**config.mk**
```make
export PLATFORM = sky130hd
export DESIGN_NAME = pcm_pwm_out
export DESIGN_NICKNAME = d
export VERILOG_FILES = /design/src/rtl/pcmpwm_pkg.sv /design/src/rtl/pcm_interp.sv /design/src/rtl/pwm_slice.sv /design/src/rtl/pcm_pwm_out.sv
export SDC_FILE = /design/constraint.sdc
export NUM_CORES = 1
export LEC_CHECK = 0
export BUFFER_PORTS_ARGS = -buffer_cell sky130_fd_sc_hd__buf_4
export CORE_UTILIZATION = 46
export DETAILED_ROUTE_END_ITERATION = 10
export REMOVE_ABC_BUFFERS = 1
export SYNTH_ARGS = -nofsm -noshare
export SYNTH_HDL_FRONTEND = slang
export SYNTH_SLANG_ARGS = --single-unit
```
**constraint.sdc**
```tcl
create_clock -name clk -period 10.7 [get_ports clk]
set_input_delay 1.07 -clock clk [delete_from_list [all_inputs] [get_ports clk]]
set_output_delay 1.07 -clock clk [all_outputs]
set_load 0.02 [all_outputs]
```
**src/rtl/pcmpwm_pkg.sv**
```systemverilog
package pcmpwm_pkg;
  localparam int NUM_CH = 2;
  localparam int SEL_W  = 2;

  // log2 of the oversampling factor for a select code
  function automatic logic [2:0] step_log2(input logic [SEL_W-1:0] sel);
    return 3'(sel) + 3'd1;
  endfunction
endpackage

```
**src/rtl/pcm_interp.sv**
```systemverilog
module pcm_interp #(
  parameter int SMP_W  = 16,
  parameter int STEP_W = 4,
  localparam int PROD_W = SMP_W + STEP_W + 2
) (
  input  logic [SMP_W-1:0]  from_i,
  input  logic [SMP_W-1:0]  to_i,
  input  logic [STEP_W-1:0] step_i,
  input  logic [2:0]        shift_i,
  output logic [PROD_W-1:0] value_o
);
  logic signed [SMP_W:0]    diff;
  logic signed [PROD_W-1:0] prod;
  logic signed [PROD_W-1:0] part;

  always_comb begin
    diff    = $signed({1'b0, to_i}) - $signed({1'b0, from_i});
    prod    = PROD_W'(diff) * $signed(PROD_W'({1'b0, step_i}));
    part    = prod >>> shift_i;
    value_o = PROD_W'($signed({1'b0, from_i}) + part);
  end
endmodule

```
**src/rtl/pwm_slice.sv**
```systemverilog
module pwm_slice #(
  parameter int CNT_W     = 11,
  parameter int MIN_PWM_W = 8
) (
  input  logic             clk,
  input  logic             rst,
  input  logic             load_i,
  input  logic [CNT_W-1:0] duty_i,
  input  logic [CNT_W-1:0] cnt_i,
  input  logic [CNT_W-1:0] last_i,
  input  logic             mute_i,
  output logic             pwm_o
);
  logic [CNT_W-1:0] duty_q;
  logic [CNT_W-1:0] half;
  logic             pwm_q;

  assign half  = (last_i >> 1) + CNT_W'(1);
  assign pwm_o = pwm_q;

  always_ff @(posedge clk) begin
    if (rst) begin
      duty_q <= CNT_W'(1) << (MIN_PWM_W - 1);
      pwm_q  <= 1'b0;
    end else begin
      if (load_i) duty_q <= duty_i;
      pwm_q <= mute_i ? (cnt_i < half) : (cnt_i < duty_q);
    end
  end


  duty_range_chk: assert property (@(posedge clk) disable iff (rst)
    duty_q <= last_i);


  mute_half_chk: assert property (@(posedge clk) disable iff (rst)
    (mute_i && cnt_i >= half) |=> !pwm_o);
endmodule

```
**src/rtl/pcm_pwm_out.sv**
```systemverilog
module pcm_pwm_out
  import pcmpwm_pkg::*;
#(
  parameter int SMP_W     = 16,
  parameter int MIN_PWM_W = 8
) (
  input  logic             clk,
  input  logic             rst,
  input  logic             in_valid,
  output logic             in_ready,
  input  logic [SMP_W-1:0] in_left,
  input  logic [SMP_W-1:0] in_right,
  input  logic [1:0]       os_sel,
  input  logic [1:0]       res_sel,
  input  logic             mute_left,
  input  logic             mute_right,
  output logic             pwm_left,
  output logic             pwm_right
);
  localparam int STEP_W = 1 << SEL_W;
  localparam int CNT_W  = MIN_PWM_W + STEP_W - 1;
  localparam int PROD_W = SMP_W + STEP_W + 2;
  localparam logic [SMP_W-1:0] MID = {1'b1, {(SMP_W-1){1'b0}}};

  logic [CNT_W-1:0]  cnt_q;
  logic [STEP_W-1:0] k_q, k_n;
  logic [SEL_W-1:0]  os_q, os_n, res_q, res_n;
  logic [SMP_W-1:0]  a_q [NUM_CH];
  logic [SMP_W-1:0]  b_q [NUM_CH];
  logic [SMP_W-1:0]  a_n [NUM_CH];
  logic [SMP_W-1:0]  b_n [NUM_CH];
  logic [SMP_W-1:0]  smp_in [NUM_CH];
  logic              mute_v [NUM_CH];
  logic              pwm_v  [NUM_CH];
  logic [PROD_W-1:0] ival   [NUM_CH];
  logic [CNT_W-1:0]  duty_n [NUM_CH];
  logic [CNT_W-1:0]  frame_last;
  logic [STEP_W-1:0] step_last;
  logic              frame_end, period_end, take;

  assign smp_in[0] = in_left;
  assign smp_in[1] = in_right;
  assign mute_v[0] = mute_left;
  assign mute_v[1] = mute_right;
  assign pwm_left  = pwm_v[0];
  assign pwm_right = pwm_v[1];

  assign frame_last = CNT_W'((1 << (MIN_PWM_W + int'(res_q))) - 1);
  assign step_last  = STEP_W'((1 << step_log2(os_q)) - 1);
  assign frame_end  = (cnt_q == frame_last);
  assign period_end = frame_end && (k_q == step_last);
  assign in_ready   = period_end;
  assign take       = in_valid && period_end;

  always_comb begin
    k_n   = k_q;
    os_n  = os_q;
    res_n = res_q;
    for (int ch = 0; ch < NUM_CH; ch++) begin
      a_n[ch] = a_q[ch];
      b_n[ch] = b_q[ch];
    end
    if (frame_end) begin
      res_n = res_sel;
      k_n   = k_q + STEP_W'(1);
    end
    if (period_end) begin
      k_n  = '0;
      os_n = os_sel;
      for (int ch = 0; ch < NUM_CH; ch++) begin
        a_n[ch] = b_q[ch];
        if (take) b_n[ch] = smp_in[ch] ^ MID;
      end
    end
  end

  always_ff @(posedge clk) begin
    if (rst) begin
      cnt_q <= '0;
      k_q   <= '0;
      os_q  <= '0;
      res_q <= '0;
      for (int ch = 0; ch < NUM_CH; ch++) begin
        a_q[ch] <= MID;
        b_q[ch] <= MID;
      end
    end else begin
      cnt_q <= frame_end ? '0 : cnt_q + CNT_W'(1);
      k_q   <= k_n;
      os_q  <= os_n;
      res_q <= res_n;
      for (int ch = 0; ch < NUM_CH; ch++) begin
        a_q[ch] <= a_n[ch];
        b_q[ch] <= b_n[ch];
      end
    end
  end

  for (genvar ch = 0; ch < NUM_CH; ch++) begin : g_ch
    pcm_interp #(.SMP_W(SMP_W), .STEP_W(STEP_W)) i_interp (
      .from_i (a_n[ch]),
      .to_i   (b_n[ch]),
      .step_i (k_n),
      .shift_i(step_log2(os_n)),
      .value_o(ival[ch])
    );

    assign duty_n[ch] =
      CNT_W'(ival[ch][SMP_W-1:0] >> (SMP_W - MIN_PWM_W - int'(res_n)));

    pwm_slice #(.CNT_W(CNT_W), .MIN_PWM_W(MIN_PWM_W)) i_slice (
      .clk   (clk),
      .rst   (rst),
      .load_i(frame_end),
      .duty_i(duty_n[ch]),
      .cnt_i (cnt_q),
      .last_i(frame_last),
      .mute_i(mute_v[ch]),
      .pwm_o (pwm_v[ch])
    );


    hold_sample_chk: assert property (@(posedge clk) disable iff (rst)
      (in_ready && !in_valid) |=> (b_q[ch] == $past(b_q[ch])));


    interp_range_chk: assert property (@(posedge clk) disable iff (rst)
      ival[ch][PROD_W-1:SMP_W] == '0);
  end


  accept_frame_start_chk: assert property (@(posedge clk) disable iff (rst)
    (in_valid && in_ready) |=> (cnt_q == '0 && k_q == '0));


  cnt_range_chk: assert property (@(posedge clk) disable iff (rst)
    cnt_q <= frame_last);


  os_hold_chk: assert property (@(posedge clk) disable iff (rst)
    !period_end |=> $stable(os_q));
endmodule

```
# --- Word level (Yosys, flattened, before mapping) ---
# Memories as Yosys holds them, arrays and structs flattened.
# Cells that the tools add are included.
word_totals:
  inputBits: 41
  n_memories: 2
  ramBits: 64
  output_inout_bits: 3
  register_bits: 43
op_classes:
  order_cmp: 3
  n_reduce_logical: 3
  n_bitwise: 6
  shifts: 6
  n_addsub: 13
  muxes: 17
  mul: 2
  n_eq_ne: 2
mem_list:
  columns: ["name", "words", "word_bits", "rd", "rd_clocked_by_memory_dff", "wr", "line", "rtl"]
  rows:
  - ["a_q", 2, 16, 2, 0, 2, "pcm_pwm_out.sv:28", "logic [SMP_W-1:0] a_q [NUM_CH];"]
  - ["b_q", 2, 16, 2, 0, 2, "pcm_pwm_out.sv:29", "logic [SMP_W-1:0] b_q [NUM_CH];"]
op_table:
  columns: ["operator", "count"]
  rows:
  - ["$mux 16", 6]
  - ["$mux 32", 2]
  - ["$shr 16x32->11", 2]
  - ["$mul 17x5->22", 2]
  - ["$sshr 22x3->16", 2]
  - ["$sub 16x16->17", 2]
  - ["$lt 11x11->1", 3]
  - ["$add 16x16->16", 2]
  - ["$add 10x1->11 const B", 1]
  - ["$add 11x1->11 const B", 1]
  - ["$eq 11x11->1", 1]
  - ["$shl 1x5->11 const A", 1]
  - ["$sub 11x2->11 const B", 1]
  - ["$mux 4", 2]
  - ["$add 2x1->3 const B", 2]
  - ["$add 4x2->5 const A", 1]
  - ["$mux 1", 5]
  - ["$sub 4x2->5 const A", 1]
  - ["$add 4x1->4 const B", 1]
  - ["$eq 4x4->1", 1]
  - ["$mux 2", 2]
  - ["$or 1x1->1", 4]
  - ["$shl 1x3->4 const A", 1]
  - ["$sub 4x2->4 const B", 1]
  - ["3 further kinds", 5]

# --- Longest topological paths before layout ---
depth:
  word_depth: 13
  depth_mapped: 53
  depth_no_buf: 51

# --- Modules after synthesis ---
# From an unflattened synthesis, not the netlist that was laid out.
hier_totals:
  hier_cells: 2030
  area_unflattened_um2: 16557.1
modules_own_cells:
  columns: ["module", "seq_area_each_um2", "n_inst", "cells_per_inst", "area_each_um2"]
  rows:
  - ["pcm_interp (g_ch[1].i_interp)", 0.0, 1, 696, 5081.1]
  - ["pcm_interp (g_ch[0].i_interp)", 0.0, 1, 672, 5038.6]
  - ["pcm_pwm_out", 1661.6, 1, 424, 4390.5]
  - ["pwm_slice", 240.2, 2, 119, 1023.5]

# --- Worst setup path before layout ---
# OpenSTA, ideal clock, no wires.
synth_timing:
  path_kind: "flip-flop to flip-flop"
  start: "reg k_q[0]"
  end: "reg g_ch[0].i_slice.duty_q[5]"
  stages_incl_launch_ff: 52
  setup_ps: 114
  path_buffers: 6
  slack_ps: 522
  t_arrival_ps: 10064
  period_less_slack_ps: 10178
  path_cell_list: "dfxtp_1 -> or3b_1 -> a2111oi_4 -> or2_2 -> buf_2 -> nand2_1 -> inv_1 -> clkbuf_1 -> nand2_1 -> clkbuf_1 -> clkbuf_1 -> nand2_1 -> nand2_1 -> ha_1 -> nand2_1 -> a2111oi_0 -> or3_1 -> or3_1 -> [... 16 more ...] -> nand2_1 -> xor2_1 -> mux2i_1 -> mux2i_1 -> nand2_1 -> o21ai_0 -> ha_1 -> clkbuf_1 -> nand2_1 -> nand2b_1 -> a21oi_1 -> nand2_1 -> o211a_1 -> o21ai_1 -> nand2b_1 -> xnor3_1 -> a32o_1 -> a21o_1"
synth_rtl:
  columns: ["element", "line", "rtl"]
  rows:
  - ["from (decl)", "pcm_pwm_out.sv:26", "logic [STEP_W-1:0] k_q, k_n;"]
  - ["from (signal assigned)", "pcm_pwm_out.sv:89", "k_q <= k_n;"]
  - ["to (signal assigned)", "pwm_slice.sv:23", "duty_q <= CNT_W'(1) << (MIN_PWM_W - 1);"]
  - ["to (signal assigned)", "pwm_slice.sv:26", "if (load_i) duty_q <= duty_i;"]
  - ["to (decl)", "pwm_slice.sv:14", "logic [CNT_W-1:0] duty_q;"]

# --- Final worst setup path ---
layout_timing:
  start: "reg os_q[0]"
  end: "reg g_ch[1].i_slice.duty_q[4]"
layout_via:
  elab_chain_cells: 13
layout_lines:
  columns: ["element", "line", "rtl"]
  rows:
  - ["from (decl)", "pcm_pwm_out.sv:27", "logic [SEL_W-1:0] os_q, os_n, res_q, res_n;"]
  - ["from (signal assigned)", "pcm_pwm_out.sv:90", "os_q <= os_n;"]
  - ["$add 2x1->3", "pcmpwm_pkg.sv:7", "return 3'(sel) + 3'd1;"]
  - ["$shl 1x3->4", "pcm_pwm_out.sv:49", "assign step_last = STEP_W'((1 << step_log2(os_q)) - 1);"]
  - ["$sub 4x2->4", "pcm_pwm_out.sv:49", null]
  - ["$eq 4x4->1", "pcm_pwm_out.sv:51", "assign period_end = frame_end && (k_q == step_last);"]
  - ["$logic_and 1x1->1", "pcm_pwm_out.sv:51", null]
  - ["$logic_and 1x1->1", "pcm_pwm_out.sv:53", "assign take = in_valid && period_end;"]
  - ["$mux 16", "pcm_pwm_out.sv:72", "if (take) b_n[ch] = smp_in[ch] ^ MID;"]
  - ["$mux 32", "pcm_pwm_out.sv:67", "if (period_end) begin"]
  - ["$sub 16x16->17", "pcm_interp.sv:17", "diff = $signed({1'b0, to_i}) - $signed({1'b0, from_i});"]
  - ["$mul 17x5->22", "pcm_interp.sv:18", "prod = PROD_W'(diff) * $signed(PROD_W'({1'b0, step_i}));"]
  - ["$sshr 22x3->16", "pcm_interp.sv:19", "part = prod >>> shift_i;"]
  - ["$add 16x16->16 (*)", "pcm_interp.sv:20", "value_o = PROD_W'($signed({1'b0, from_i}) + part);"]
  - ["$shr 16x32->11 (*)", "pcm_pwm_out.sv:109", "CNT_W'(ival[ch][SMP_W-1:0] >> (SMP_W - MIN_PWM_W - int'(res_n)));"]
  - ["to (signal assigned)", "pwm_slice.sv:23", null]
  - ["to (signal assigned)", "pwm_slice.sv:26", null]
  - ["to (decl)", "pwm_slice.sv:14", null]
# Every way passes the cells marked *; elsewhere a longest branch is shown, timed or not.
# A chain may end at the register's enable or synchronous reset.

==> impl_metrics.tcl <==
set metrics [dict create \
    ir_drop_mv 0.08795 \
    grt_max_degree 52 \
    dpl_worst_slack_ps -97.20 \
    cp-end-kind "flip-flop" \
    via_count 14057 \
    grt_overflow_total 0 \
    slew_viol_final 0 \
    cp_slowest_stage_delay_ps 540 \
    synth-seq-cells 107 \
    clk_pin_slew_ps 80 \
    clock-sinks 107 \
    start_util_pct 47.17 \
    synth_top_family_by_area "adder cells" \
    finClkSkew_ps 26.94 \
    wl_per_cell_um 17.93 \
    rsz0062_at_grt "yes" \
    grt_use_total_pct 26.77 \
    synth_edf_count 0 \
    pwr-share-clk_pct 45.8 \
    port_buffers 43 \
    dp.cells 2439 \
    drc 0 \
    p_sw_share_pct 25.26 \
    wl_mm 44.19 \
    antenna_found_initial 0 \
    die_x_um 182.8 \
    tritoncts "yes" \
    clock_path_buffers 2 \
    yosysSeqAreaShare_pct 14.24 \
    cts_root_buf "clkbuf_16" \
    yosysWarnings 0 \
    slew_headroom_pct 20.47 \
    synth_compound_area_share_pct 21.51 \
    most-common-layout-cells "nor2_1, nand2_1, inv_1, ha_1, a21oi_1" \
    vias_per_cell 5.705 \
    netlist_instances 2013 \
    worstSetupPathType "reg -> reg" \
    tightest_slew_ps 1168 \
    grt_pass1_vias 13216 \
    htreeDepth 3 \
    diodes 0 \
    worstPathRequired_ps 11000 \
    hold_violations 0 \
    max_freq_ghz 0.09834 \
    synthXorXnorAreaFrac_pct 5.333 \
    crit_fanout 6 \
    netlist_top_cells_area "ha_1, dfxtp_1, fa_1" \
    yosysTopAreaCellShare_pct 14.31 \
    firstDrtPassIters 5 \
    synth-adder-area-share_pct 23.76 \
    p_int_w 0.0005997 \
    fin_ws_ps 531.0 \
    synth-simple-area-share_pct 20.83 \
    yosys_most_used_dff "dfxtp_1" \
    arrival_ps 10470 \
    final_antenna_net_count 0 \
    die_area_um2 33420 \
    io_pins 44 \
    async_flop_share_pct 0 \
    gp_congestion 0.9121 \
    drt_iter0_drc 967 \
    startpoint_type "flip-flop" \
    crit_slowest_cell "fa_1" \
    crit_path_frequent_cell "a21oi_1" \
    setup_tns_ps 0 \
    final_nets 2309 \
    final.period_utilization_pct 95.04 \
    grt_pass1_wl_mm 70.50 \
    dp_hpwl_mm 35.02 \
    synth_top_area_cell "ha_1" \
    drive_above_1_share_pct 9.906 \
    total_leakage_power_nw 8.042 \
    final_common_cell "nor2_1" \
    die_y_um 182.8 \
    p_sw_w 0.0002027 \
    fin_util_pct 51.48 \
    cts_hold_buf 0 \
    worst_hold_slack_ps 473.5 \
    syn2layout_area_growth_pct 9.144 \
    numCtsBuffers 9 \
    seqPwrFrac_pct 49.9 \
    clk_latency_ps 400 \
    netlist_area_um2 15040 \
    layout.cells.non_filler 2464 \
    syn_avg_cell_area_um2 7.471 \
    comb_power_share_pct 4.2 \
    yosys-mux-area-fraction_pct 7.155 \
    core_region_area_um2 31880 \
    rows 65 \
    powerDensity_nw_per_um2 48.89 \
    finalSetupViolations 0 \
    fin_crit_ps 10170 \
    yosysUniqueCellTypes 85 \
    cap_violations 0 \
    status "complete, no violations" \
    hp-class "reg -> reg" \
]
[final timing paths]
kind	end	from	slack, ps	depth (start not counted)
worst max-delay path	g_ch[1].i_slice.duty_q[4]	os_q[0]	530	39
worst max register to register	g_ch[1].i_slice.duty_q[4]	os_q[0]	530	39
worst min register to register	b_q[0][10]	b_q[0][10]	470	2
worst min-delay path	b_q[0][10]	b_q[0][10]	470	2
[critical path: cells and delay by family, from the launching register on]
| kind | cells | cell delay [ps] |
|---|---|---|
| compound gates | 15 | 3370 |
| fa+ha+maj | 7 | 2790 |
| simple gates | 8 | 1420 |
| mux | 3 | 1130 |
| xor+xnor | 3 | 780 |
| flops | 1 | 380 |
| buf+inv | 3 | 160 |
[timing repair]
action | in CTS | in global routing
endpoints found under the setup margin | 7 | 22
gates resized for setup | 1 | 56
pin swaps | 0 | 14
cloned | 0 | 0
setup buffers | 0 | 10
hold endpoints to repair | 0 | 0
[Yosys cell counts (all sizes together), types with 41 or more instances]
cell type / n
clkbuf: 79
xnor2: 55
nor2: 247
dfxtp: 107
o21ai: 94
mux2i: 76
nand3: 41
fa: 71
a21o: 47
inv: 195
ha: 172
nor3: 42
nand2: 223
a21oi: 150
[state kept, by name (all words and copies together), names as in the netlist]
register	cells
b_q	32
g_ch.i_slice.duty_q	22
a_q	32
k_q	4
os_q	2
g_ch.i_slice.pwm_o	2
res_q	2
cnt_q	11
[power by group through the flow]
stage	registers [W]	logic (W)	clock network, W
after detailed placement	0.000410	0.0000340	0
after global placement	0.000410	0.0000339	0
after global routing	0.000401	0.0000367	0.000384
after floorplan	0.000410	0.0000108	0
final	0.000401	0.0000340	0.000368
after CTS	0.000401	0.0000342	0.000377
[metrics by stage]
stage	instance area, µm²	total power, W
5_1_grt	16410	0.0008215
3_3_place_gp	15890	0.0004440
3_5_place_dp	15890	0.0004442
4_1_cts	16180	0.0008116
6_report	16410	0.0008025
2_1_floorplan	14690	0.0004212
[cell type report]
class                      instances  area [µm²]
fill                            3191       15470
multi-input combinational       1620       12010
sequential                       107        2142
inverter                         195       732.0
timing repair buffer              92       694.4
tap                              435       544.3
clock buffer                      10       229.0
clock inverter                     5       62.56
[metal layers]
metal | wire, µm | share of wire, % | up-vias | global-route usage, %
met5 | 0 | 0 | - | 0
met4 | 665 | 1.5 | 0 | 6.333
met3 | 2159 | 4.9 | 34 | 2.939
met2 | 19730 | 45 | 316 | 43.07
met1 | 21630 | 49 | 6704 | 38.27
li1 | - | - | 7003 | -
[cell families after synthesis]
kind of cell / Yosys count
muxes: 98
adders and majority gates: 243
buffers and inverters: 286
DFF: 107
and+or+nand+nor: 698
xor gates and xnor gates: 90
AOI/OAI and AO/OA: 491
Power figures use the tool's default switching activity.
